File: config.mk
export PLATFORM = sky130hd
export DESIGN_NAME = ltime_qual
export DESIGN_NICKNAME = d
export VERILOG_FILES = /design/src/rtl/ltime_qual.sv
export SDC_FILE = /design/constraint.sdc
export NUM_CORES = 1
export LEC_CHECK = 0
export ABC_AREA = 1
export BUFFER_PORTS_ARGS = -buffer_cell sky130_fd_sc_hd__buf_2
export CAP_MARGIN = 40
export CORE_MARGIN = 1
export CORE_UTILIZATION = 45
export CTS_BUF_LIST = sky130_fd_sc_hd__clkbuf_2 sky130_fd_sc_hd__clkbuf_4 sky130_fd_sc_hd__clkbuf_8
export DETAILED_ROUTE_END_ITERATION = 8
export PLACE_DENSITY = 0.77
export SETUP_SLACK_MARGIN = 0.1
export SYNTH_ARGS = -nofsm -noshare
export SYNTH_HDL_FRONTEND = slang
export SYNTH_SLANG_ARGS = --single-unit
File: constraint.sdc
create_clock -name clk -period 1.81 [get_ports clk]
set_clock_uncertainty 0.2 [all_clocks]
set_input_delay 0.362 -clock clk [delete_from_list [all_inputs] [get_ports clk]]
set_output_delay 0.362 -clock clk [all_outputs]
set_load 0.05 [all_outputs]
File: src/rtl/ltime_qual.sv
module ltime_qual #(
  parameter int CW = 8
) (
  input  logic          clk,
  input  logic          rst_n,
  input  logic          los_n,
  input  logic          xfp_inv,
  input  logic          sync_err,
  input  logic          lof,
  input  logic          line_ais,
  input  logic          vco_forced,
  input  logic          sys_loopback,
  input  logic          ovr_los,
  input  logic [1:0]    ovr_sync,
  input  logic          ovr_lof,
  input  logic          ovr_ais,
  input  logic          auto_lt,
  input  logic          force_lt,
  input  logic          vcxo_only,
  input  logic [CW-1:0] holdoff,
  input  logic          stat_rd,
  output logic          ltime_ok,
  output logic [1:0]    tx_ref_sel,
  output logic          stat_los,
  output logic          stat_sync,
  output logic          stat_lof,
  output logic          stat_ais
);

  localparam logic [1:0] SEL_LOCAL = 2'b00;
  localparam logic [1:0] SEL_VCXO  = 2'b01;
  localparam logic [1:0] SEL_LINE  = 2'b10;

  logic          sig_present, no_signal;
  logic          rx_clk_good, want_lt, ok_nxt;
  logic [CW-1:0] qual_cnt;

  assign sig_present = los_n ^ xfp_inv;
  assign no_signal   = ~sig_present;

  assign rx_clk_good = ~vco_forced & ~sys_loopback
                     & (sig_present | ovr_los)
                     & (~sync_err | (ovr_sync == 2'b01))
                     & (~lof | ovr_lof)
                     & (~line_ais | ovr_ais);

  assign want_lt = force_lt | (auto_lt & rx_clk_good);

  always_comb begin
    if (!want_lt)                    ok_nxt = 1'b0;
    else if (force_lt || ltime_ok)   ok_nxt = 1'b1;
    else                             ok_nxt = (qual_cnt == holdoff);
  end

  always_ff @(posedge clk) begin
    if (!rst_n) begin
      qual_cnt   <= '0;
      ltime_ok   <= 1'b0;
      tx_ref_sel <= SEL_LOCAL;
    end else begin
      if (!want_lt || ok_nxt) qual_cnt <= '0;
      else                    qual_cnt <= qual_cnt + 1'b1;
      ltime_ok   <= ok_nxt;
      tx_ref_sel <= ok_nxt ? SEL_LINE : (vcxo_only ? SEL_VCXO : SEL_LOCAL);
    end
  end

  always_ff @(posedge clk) begin
    if (!rst_n) begin
      stat_los  <= 1'b0;
      stat_sync <= 1'b0;
      stat_lof  <= 1'b0;
      stat_ais  <= 1'b0;
    end else begin
      stat_los  <= no_signal | (stat_los  & ~stat_rd);
      stat_sync <= sync_err  | (stat_sync & ~stat_rd);
      stat_lof  <= lof       | (stat_lof  & ~stat_rd);
      stat_ais  <= line_ais  | (stat_ais  & ~stat_rd);
    end
  end

endmodule

== Word-level counts from Yosys, hierarchy flattened ==
Cells that the tools add are included.

* Multiplexer cells: 4
* Add/sub/neg operators: 1
* Shift-type cells: 0
* Reduce and logical (&&, ||, !) cells: 5
* Bitwise logic cells: 28
* Order comparisons: 0
* Multiply operators: 0
* Div/mod/pow operators: 0
* Equality and inequality tests: 2

{| class="wikitable"
|+ Operators with widths
! operator !! number
|-
| bitwise AND 1 bit || 10
|-
| bitwise OR 1 bit || 9
|-
| adder 8 x 1 -> 8 bit (second input constant) || 1
|-
| equality test 8 bit || 1
|-
| NOT 1 bit || 8
|-
| OR reduction 2 bit || 2
|-
| 2-to-1 mux 1 bit || 3
|-
| equality test 2 x 1 -> 1 bit (second input constant) || 1
|-
| logical OR 1 bit || 2
|-
| 2-to-1 mux 2 bit || 1
|-
| logical NOT 1 bit || 1
|-
| bitwise XOR 1 bit || 1
|}

* Bits in writable memories: 0
* Bits in registers: 15
* Latch bits: 0
* Output and inout port bits: 7
* Memory bits (read-only): 0
* Input bits: 26
* Memories kept: 0

== Depth between registers and ports, before layout ==
Gate-level depths: netlist of run 1.

* Depth in word-level cells: 11
* Depth in mapped cells: 10

== Worst setup path after synthesis of run 1 ==
Ideal clock, no wire load.

* Path kind: flip-flop to output port
* Start point: reg ltime_ok (netlist name)
* End point: out tx_ref_sel[1]
* Arrival time: 914 ps
* Buffers on the path: 1
* Stages on the path, launching flop included: 2
* Slack: 334 ps
* Cells stage by stage: dfxtp_1 > buf_4

{| class="wikitable"
|+ RTL lines
! what !! RTL line !! text
|-
| to (decl) || 23 || <nowiki>output logic [1:0] tx_ref_sel,</nowiki>
|}

== Worst setup path after layout of run 1 ==
* Start point: reg qual_cnt[0]
* End point: reg qual_cnt[6]

* Word-level cells in the longest chain between the ends: 5

{| class="wikitable"
|+ Ends and longest elaborated chain
! what !! RTL line !! text
|-
| from (decl) || 36 || <nowiki>logic [CW-1:0] qual_cnt;</nowiki>
|-
| from (signal assigned) || 62 || <nowiki>else qual_cnt <= qual_cnt + 1'b1;</nowiki>
|-
| equality test 8 bit || 52 || <nowiki>else ok_nxt = (qual_cnt == holdoff);</nowiki>
|-
| 2-to-1 mux 1 bit || 51 || <nowiki>else if (force_lt || ltime_ok) ok_nxt = 1'b1;</nowiki>
|-
| 2-to-1 mux 1 bit || 50 || <nowiki>if (!want_lt) ok_nxt = 1'b0;</nowiki>
|-
| logical OR 1 bit || 61 || <nowiki>if (!want_lt || ok_nxt) qual_cnt <= '0;</nowiki>
|-
| OR reduction 2 bit (no line) || - ||
|}

Several ways; a longest one is shown, not always the timed one.
A chain may end at the register's enable or synchronous reset.

==> impl_metrics.tcl, run 1 <==
set metrics [dict create \
    track_usage_pct 17.01 \
    tritoncts "yes" \
    comb_power_share_pct 19.7 \
    worstPathCellList "ha_1, nand3_1, nor3_1, xor2_1, nor2_1" \
    critPathMaxStageDelay_ps 440 \
    cts_setup_buffers 0 \
    grt_max_degree 9 \
    clkTransAtPathRegs_ps 80 \
    rsz0062_at_grt "false" \
    port_buffers 32 \
    clk_latency_ps 270 \
    synth_edf_count 0 \
    wl_per_cell_um 7.913 \
    crit_fanout 6 \
    synth_top_area_share_pct 33.23 \
    rows 15 \
    worstMarginPinSlew_ps 259.5 \
    cts-resized-gates 0 \
    total_power_mw 0.6721 \
    num_antenna_cells 0 \
    nNetsFinal 199 \
    drt_wl_total_um 1551 \
    cp_top_family "flip-flops" \
    setup_tns_ps 0 \
    crit_buf_inv 0 \
    final_max_slew_viol_count 0 \
    arrival_ps 1460 \
    synthesis.area_um2 843.3 \
    syn_to_final_growth_pct 24.78 \
    grt_pass1_wl_um 2511 \
    via_count 863 \
    drive_above_1_share_pct 24.56 \
    netlist_instances 137 \
    startpoint_type "register" \
    yosys.area.top_type "dfxtp_1" \
    synth.net_count 164 \
    core_area_mm2 0.001745 \
    dp_hpwl_um 1324 \
    drt_iter0_markers 12 \
    power_leakage_nw 0.5790 \
    p_clk_share_pct 32.2 \
    start_util_pct 48.32 \
    seq_power_share_pct 48.1 \
    clk_path_buf_depth 2 \
    die_x_um 45.29 \
    finalWeightedCongestion 0.8146 \
    ys.flop_type "dfxtp_1" \
    maxCapViolations 0 \
    layout.cells.most_common "nand2_1" \
    final_cell_mix "nand2_1 (38), buf_2 (32), inv_1 (28)" \
    first_global_vias 660 \
    p_per_area_mw_per_mm2 638.8 \
    syn_avg_cell_area_um2 6.156 \
    hold_viol 0 \
    grt_overflow_total 0 \
    post_drt_via_cell_ratio 4.403 \
    peakVddDrop_v 0.0004473 \
    die_area_mm2 0.002051 \
    synth-async-reset-ratio_pct 0 \
    layout_min_cycle_time_ps 1492 \
    outcome "finished, final reports clean" \
    setup_violations 0 \
    drt-pass1-iter-count 4 \
    final_antenna_net_count 0 \
    p_int_mw 0.4896 \
    netSwitchingFraction_pct 27.16 \
    yosys_register_bits 14 \
    max_freq_mhz 670.1 \
    hold_path.class "input pin to register" \
    period_share_pct 82.45 \
    crit_slowest_cell "dfxtp_1" \
    antenna_found_initial 0 \
    ys_top_cells_by_area "dfxtp_1 (33%), nand2_1 (17%), inv_1 (12%)" \
    cts_hold_buf 0 \
    slew_headroom_pct 82.60 \
    drcViolationCount 0 \
    ys_types 20 \
    chipHeight_um 45.29 \
    synth_warnings 0 \
    critPathCaptureType "register" \
    io-pin-count 33 \
    p_switching_mw 0.1825 \
    worst-endpoint-required_ps 1780 \
    crit_type "register to register" \
    cts.sinks 14 \
    cts_buffers 3 \
    ys_seq_area_share_pct 33.23 \
    cts_root_buf "clkbuf_4" \
    h-tree-depth 1 \
]
flip-flops by register name, indices dropped and copies added (netlist names):
signal / cells
qual_cnt: 8
stat_ais: 1
stat_los: 1
tx_ref_sel: 1
stat_sync: 1
ltime_ok: 1
stat_lof: 1
worst reg2reg max path, cell delays in order (launching register included):
cell	delay, ps
dfxtp_1	440
ha_1	230
nand3_1	120
nor3_1	190
xor2_1	170
nor2_1	60
synthesized netlist by cell type (2+ instances only):
library cell and count:
a21oi_1 5, dfxtp_1 14, inv_1 28, inv_2 2
nand2_1 38, nand3_1 4, nand4_1 2, nor2_1 25
nor2_2 2, xnor2_1 4, xor2_1 4
power by group through the flow:
| stage | Sequential (mW) | Combinational (mW) | Clock, mW |
|---|---|---|---|
| floorplan | 0.360 | 0.0565 | 0 |
| global placement | 0.330 | 0.130 | 0 |
| detailed placement | 0.330 | 0.133 | 0 |
| CTS | 0.323 | 0.133 | 0.224 |
| global route | 0.325 | 0.146 | 0.242 |
| finish | 0.323 | 0.132 | 0.217 |
through the flow:
step / instance area [um^2] / setup slack, ps / util, % / std cells / hold WS, ps
finish: 1052 / 317.6 / 60.29 / 196 / 100.3
detailed placement: 1016 / 246.8 / 58.21 / 192 / 273.9
CTS: 1052 / 317.2 / 60.29 / 196 / 93.05
global placement: 1016 / 297.2 / 58.21 / 192 / 265.4
global route: 1052 / 171.2 / 60.29 / 196 / 94.73
floorplan: 843.3 / 334.1 / - / 137 / 259.6
logic make-up (layout without fill, tap and decap cells):
kind of cell | Yosys count | in the layout | synth area share (%)
fa+ha+maj | 1 | 1 | 1.483
buf+inv | 32 | 66 | 15.58
flops | 14 | 14 | 33.23
compound gates | 7 | 7 | 4.599
simple gates | 75 | 75 | 36.80
xor+xnor | 8 | 8 | 8.308
path summary, 6_finish.rpt:
check	from	endpoint	slack (ps)	depth (start not counted)
setup / recovery	qual_cnt[0]	qual_cnt[6]	320	5
hold / removal	rst_n	stat_los	100	3
hold reg to reg	stat_lof	stat_lof	290	2
setup reg to reg	qual_cnt[0]	qual_cnt[6]	320	5
layer usage:
metal | track usage [%] | wire, um | up-vias
li1 | - | - | 471
met1 | 19.76 | 711 | 357
met2 | 29.57 | 735 | 33
met3 | 2.800 | 93 | 2
met4 | 9.091 | 11 | 0
met5 | 0 | 0 | -
layout make-up:
class / count / area (um^2)
tap: 25 / 31.28
clock buffer: 4 / 36.28
sequential: 14 / 280.3
fill: 174 / 693.2
multi-input combinational: 91 / 431.7
timing repair buffer: 32 / 160.2
inverter: 30 / 112.6
Note: power is estimated with default switching activity, not from simulation.
==> run 2: changes to the inputs <==
Settings changed: ABC_AREA 1 to 0, CORE_UTILIZATION 45 to 41.
Clock period 1.81 ns to 1.3 ns, I/O delays scaled along.
==> run 2 against run 1 <==
Compared with the run above:
- the run now ends with setup timing left
- combinational power grew 75%
- wire length rose by 41%
- core utilization grew 20 points
- setup slack got worse by 520 ps
- non-clock buffer count grew 17
- sequential cell count is the same
- critical path type unchanged
- largest power group unchanged
==> impl_metrics.tcl, run 2 <==
set metrics [dict create \
    outcome "finished with violations" \
    violations "setup timing" \
    start_util_pct 44.17 \
    clk_latency_ps 290 \
    port_buffers 32 \
    clk_path_buf_depth 2 \
    yosys.area.top_type "dfxtp_1" \
    yosys_register_bits 14 \
    synthesis.area_um2 673.1 \
    crit_fanout 3 \
    startpoint_type "register" \
    synth_most_common_cell "dfxtp_1" \
    cts.sinks 14 \
    cts_root_buf "clkbuf_4" \
    hold_viol 0 \
    min_from "vcxo_only" \
    hold_path.class "input pin to register" \
    drt-pass1-iter-count 4 \
    grt_max_degree 10 \
    reg2reg_from "qual_cnt[0]" \
    final_max_slew_viol_count 0 \
    drt_iter0_markers 25 \
    finalWeightedCongestion 0.7957 \
    worstSetupStartpoint "qual_cnt[0]" \
    grt_pass1_wl_um 2980 \
    synth_warnings 0 \
    power_leakage_nw 0.5235 \
    synth_common_cells "dfxtp_1 (14), xnor2_1 (11), nor3_1 (8), xor2_1 (4)" \
    crit_type "register to register" \
    peakVddDrop_v 0.0008881 \
    ys.flop_type "dfxtp_1" \
    total_power_mw 0.9954 \
    drt_wl_total_um 2182 \
    largest_register "qual_cnt" \
    final_antenna_net_count 0 \
    syn_avg_cell_area_um2 9.481 \
    h-tree-depth 1 \
    max_freq_mhz 664.3 \
    stdcell_area_mm2 0.001220 \
    rows 14 \
    drcViolationCount 0 \
    worstMarginPinSlew_ps 396.9 \
    drive_above_1_share_pct 68.29 \
    via_count 754 \
    synth_top_area_share_pct 41.64 \
    dp_hpwl_um 1282 \
    die_x_um 42.52 \
    fin_util_pct 80.05 \
    ys_seq_area_share_pct 41.64 \
    critPathCaptureType "register" \
    layout_min_cycle_time_ps 1505 \
    cts_buffers 3 \
    ys_types 25 \
    netlist_instances 71 \
    arrival_ps 1500 \
    track_usage_pct 22.74 \
    wl_per_cell_um 15.70 \
    num_antenna_cells 0 \
    setup_violations 10 \
    io-pin-count 33 \
    ys_top_cells_by_area "dfxtp_1 (42%), xnor2_1 (14%), nor3_1 (5.9%)" \
    die_area_mm2 0.001808 \
    slew_headroom_pct 73.44 \
    maxCapViolations 0 \
    place_area_um2 954.7 \
    largest_reg_flops 8 \
    nNetsFinal 151 \
    clkTransAtPathRegs_ps 90 \
    core_area_mm2 0.001524 \
    post_drt_via_cell_ratio 5.424 \
    chipHeight_um 42.52 \
    synth.net_count 98 \
    rsz0062_at_grt "true" \
    first_global_vias 684 \
    period_share_pct 115.8 \
    final_cell_mix "buf_2 (25), buf_4 (15), dfxtp_2 (11)" \
    synth-async-reset-ratio_pct 0 \
    setup_slack_ps -205.3 \
    p_per_area_mw_per_mm2 816.0 \
    tritoncts "yes" \
    syn_to_final_growth_pct 81.23 \
    worst-endpoint-required_ps 1300 \
    layout.cells.most_common "buf_2" \
    antenna_found_initial 0 \
    grt_overflow_total 0 \
    synth_edf_count 0 \
]
[run 2: cell count changes in the layout (fill, tap and decap cells not counted), moves of 6 or more]
cell,previous run,this run
nor3_1,1,8
nor2_1,25,1
xnor2_2,0,6
dfxtp_1,14,0
inv_1,28,3
buf_4,0,15
buf_2,32,25
nand2_1,38,2
buf_8,0,7
dfxtp_2,0,11
[run 2: routing by layer]
metal | track usage, % | routed length [um]
met1 | 22.69 | 811
met2 | 41.54 | 1197
met3 | 8.621 | 95
met4 | 9.375 | 76
met5 | 0 | 0
[run 2: layout make-up]
class / count / area [um^2]
Inverter: 3 / 11.26
Multi-Input combinational cell: 53 / 483.0
Timing Repair Buffer: 49 / 364.1
Sequential cell: 14 / 305.3
Tap cell: 16 / 20.02
Fill cell: 93 / 304.0
Clock buffer: 4 / 36.28
[run 2: kinds of logic (layout without fill, tap and decap cells)]
group	after synthesis	count (layout)	synth area share (%)
compound gates	9	10	10.41
xor+xnor	15	15	19.52
fa+ha+maj	1	1	1.858
buf+inv	5	56	3.345
flops	14	14	41.64
simple gates	27	27	23.24
[run 2: per-stage QoR]
step | TNS, ps | worst slack [ps] | instances | hold WS, ps
global route | -1459 | -253.9 | 139 | 22.82
global placement | -2866 | -333.0 | 129 | 263.1
floorplan | -537.6 | -64.14 | 71 | 183.8
finish | -1063 | -205.3 | 139 | 9.652
CTS | -639.2 | -95.75 | 136 | 4.542
detailed placement | -3221 | -367.9 | 129 | 291.3
[run 2: power by group]
group	internal (mW)	switching, mW
sequential	0.437	0.0113
clock	0.171	0.145
combinational	0.114	0.117
total	0.722	0.273
[run 2: worst max-delay path, stage by stage (launching register included)]
cell and delay (ps):
dfxtp_4 380, buf_6 100, and3_4 200, nand4_1 120, xor2_1 180, nor3_1 240
[run 2: worst paths after layout]
kind,to,slack (ps),cells after the start
worst max-delay path,qual_cnt[7],-210,5
worst min-delay path,tx_ref_sel[0],10,3
worst max register to register,qual_cnt[7],-210,5
worst min register to register,stat_los,320,2
[run 2: repair_timing]
action	4_1_cts	5_1_grt
buffers inserted	1	3
setup endpoints to repair	17	17
gates cloned	1	0
pin swaps	18	11
resized for setup	34	14
hold buffers	1	0
hold endpoints to repair	1	0
==> run 3: changes to the inputs <==
Settings changed: CORE_UTILIZATION 41 to 45, CTS_BUF_LIST sky130_fd_sc_hd__clkbuf_2 sky130_fd_sc_hd__clkbuf_4 sky130_fd_sc_hd__clkbuf_8 to sky130_fd_sc_hd__clkbuf_4, PLACE_DENSITY 0.77 to 0.81.
Clock period 1.3 ns to 1.9 ns, I/O delays scaled along.
==> run 3 against run 2 <==
Compared with the run above:
- register-to-register slack better by 510 ps
- via count down 18%
- hold slack better by 120 ps
- the flow now finishes without violations
- sequential power down 32%
- critical path depth down 1
- largest power group unchanged
==> impl_metrics.tcl, run 3 (same netlist as run 2, synthesis figures left out) <==
set metrics [dict create \
    placedCellCount 116 \
    stdcell_area_um2 867.1 \
    power_leakage_nw 0.3834 \
    worstPathCellList "xnor2_1, nand4_1, o21ai_2, a21boi_0" \
    cts_buffers 3 \
    drt_iter0_markers 7 \
    finalWeightedCongestion 0.8333 \
    setup_slack_ps 306.7 \
    setup_tns_ps 0 \
    port_buffers 32 \
    worstSetupStartpoint "qual_cnt[4]" \
    grt_pass1_wl_um 2201 \
    num_antenna_cells 0 \
    tritoncts "yes" \
    clk_latency_ps 280 \
    final_cells 120 \
    min_from "vcxo_only" \
    drt_wl_total_um 1405 \
    cts_setup_buffers 0 \
    hold_path.class "input pin to register" \
    chipHeight_um 40.68 \
    critPathCaptureType "register" \
    max_freq_mhz 627.6 \
    die_area_mm2 0.001654 \
    crit_type "register to register" \
    worst-endpoint-required_ps 1910 \
    rsz0062_at_grt "false" \
    slew_headroom_pct 70.07 \
    syn_to_final_growth_pct 28.81 \
    reg2reg_from "qual_cnt[4]" \
    cts-resized-gates 0 \
    via_count 618 \
    io-pin-count 33 \
    cts.sinks 14 \
    drive_above_1_share_pct 37.14 \
    clkTransAtPathRegs_ps 80 \
    maxCapViolations 0 \
    startpoint_type "register" \
    p_per_area_mw_per_mm2 676.8 \
    antenna_found_initial 0 \
    hold_viol 0 \
    period_share_pct 83.86 \
    die_x_um 40.68 \
    wl_per_cell_um 11.71 \
    core_area_mm2 0.001350 \
    layout.cells.most_common "buf_2" \
    largest_reg_flops 8 \
    h-tree-depth 1 \
    dp_hpwl_um 1113 \
    clk_path_buf_depth 2 \
    drcViolationCount 0 \
    final_antenna_net_count 0 \
    post_drt_via_cell_ratio 5.150 \
    layout_min_cycle_time_ps 1593 \
    crit_fanout 10 \
    crit_slowest_cell "dfxtp_1" \
    drt-pass1-iter-count 6 \
    cts_hold_buf 0 \
    track_usage_pct 21.14 \
    pre_cts_slack_ps 119.7 \
    final_cell_mix "buf_2 (32), dfxtp_1 (14), xnor2_1 (11)" \
    rows 13 \
    peakVddDrop_v 0.0005537 \
    critPathMaxStageDelay_ps 430 \
    grt_overflow_total 0 \
    arrival_ps 1600 \
    place_area_um2 840.8 \
    final_max_slew_viol_count 0 \
    cts_root_buf "clkbuf_4" \
    start_util_pct 49.86 \
    setup_violations 0 \
    nNetsFinal 133 \
    outcome "finished, final reports clean" \
    largest_register "qual_cnt" \
    first_global_vias 543 \
    worstMarginPinSlew_ps 449.0 \
    grt_max_degree 11 \
]
==> run 3: critical path, delay by kind of cell, from the launching register on <==
kind	cells	cell delay, ps
compound gates	2	580
xor+xnor	1	160
flops	1	430
simple gates	1	150
==> run 3: metal layers <==
layer / vias up / share of wire [%] / routed length (um) / track usage (%)
met5: - / 0 / 0 / 0
met4: 0 / 1.4 / 19 / 7.500
met3: 2 / 5.1 / 72 / 9.783
met2: 17 / 52 / 732 / 37.30
met1: 283 / 41 / 580 / 21.67
li1: 316 / - / - / -
==> run 3: report_power, final <==
part           leakage (nW)  switching, mW  internal (mW)  total, mW
registers             0.114        0.00358          0.302      0.305
clock network        0.0154         0.0947         0.0762      0.171
logic                 0.254         0.0665         0.0441      0.111
==> run 3: layout make-up <==
type,instances,area [um^2]
Fill cell,131,483.0
Tap cell,15,18.77
Clock buffer,3,22.52
Sequential cell,14,280.3
Inverter,3,11.26
Clock inverter,1,3.754
Timing Repair Buffer,32,160.2
Multi-Input combinational cell,52,370.4
==> run 3: final timing paths <==
path | endpoint | slack [ps] | depth (start not counted)
worst max register to register | ltime_ok | 310 | 4
worst min register to register | stat_los | 290 | 2
worst max-delay path | ltime_ok | 310 | 4
worst min-delay path | tx_ref_sel[0] | 130 | 3
==> run 3: metrics by stage <==
step	total power [mW]	util, %	hold WS [ps]
after floorplan	0.3820	-	269.4
after global placement	0.4205	62.28	262.2
after detailed placement	0.4228	62.28	280.3
after CTS	0.5926	64.23	118.3
after global routing	0.6175	64.23	110.6
final	0.5868	64.23	128.2
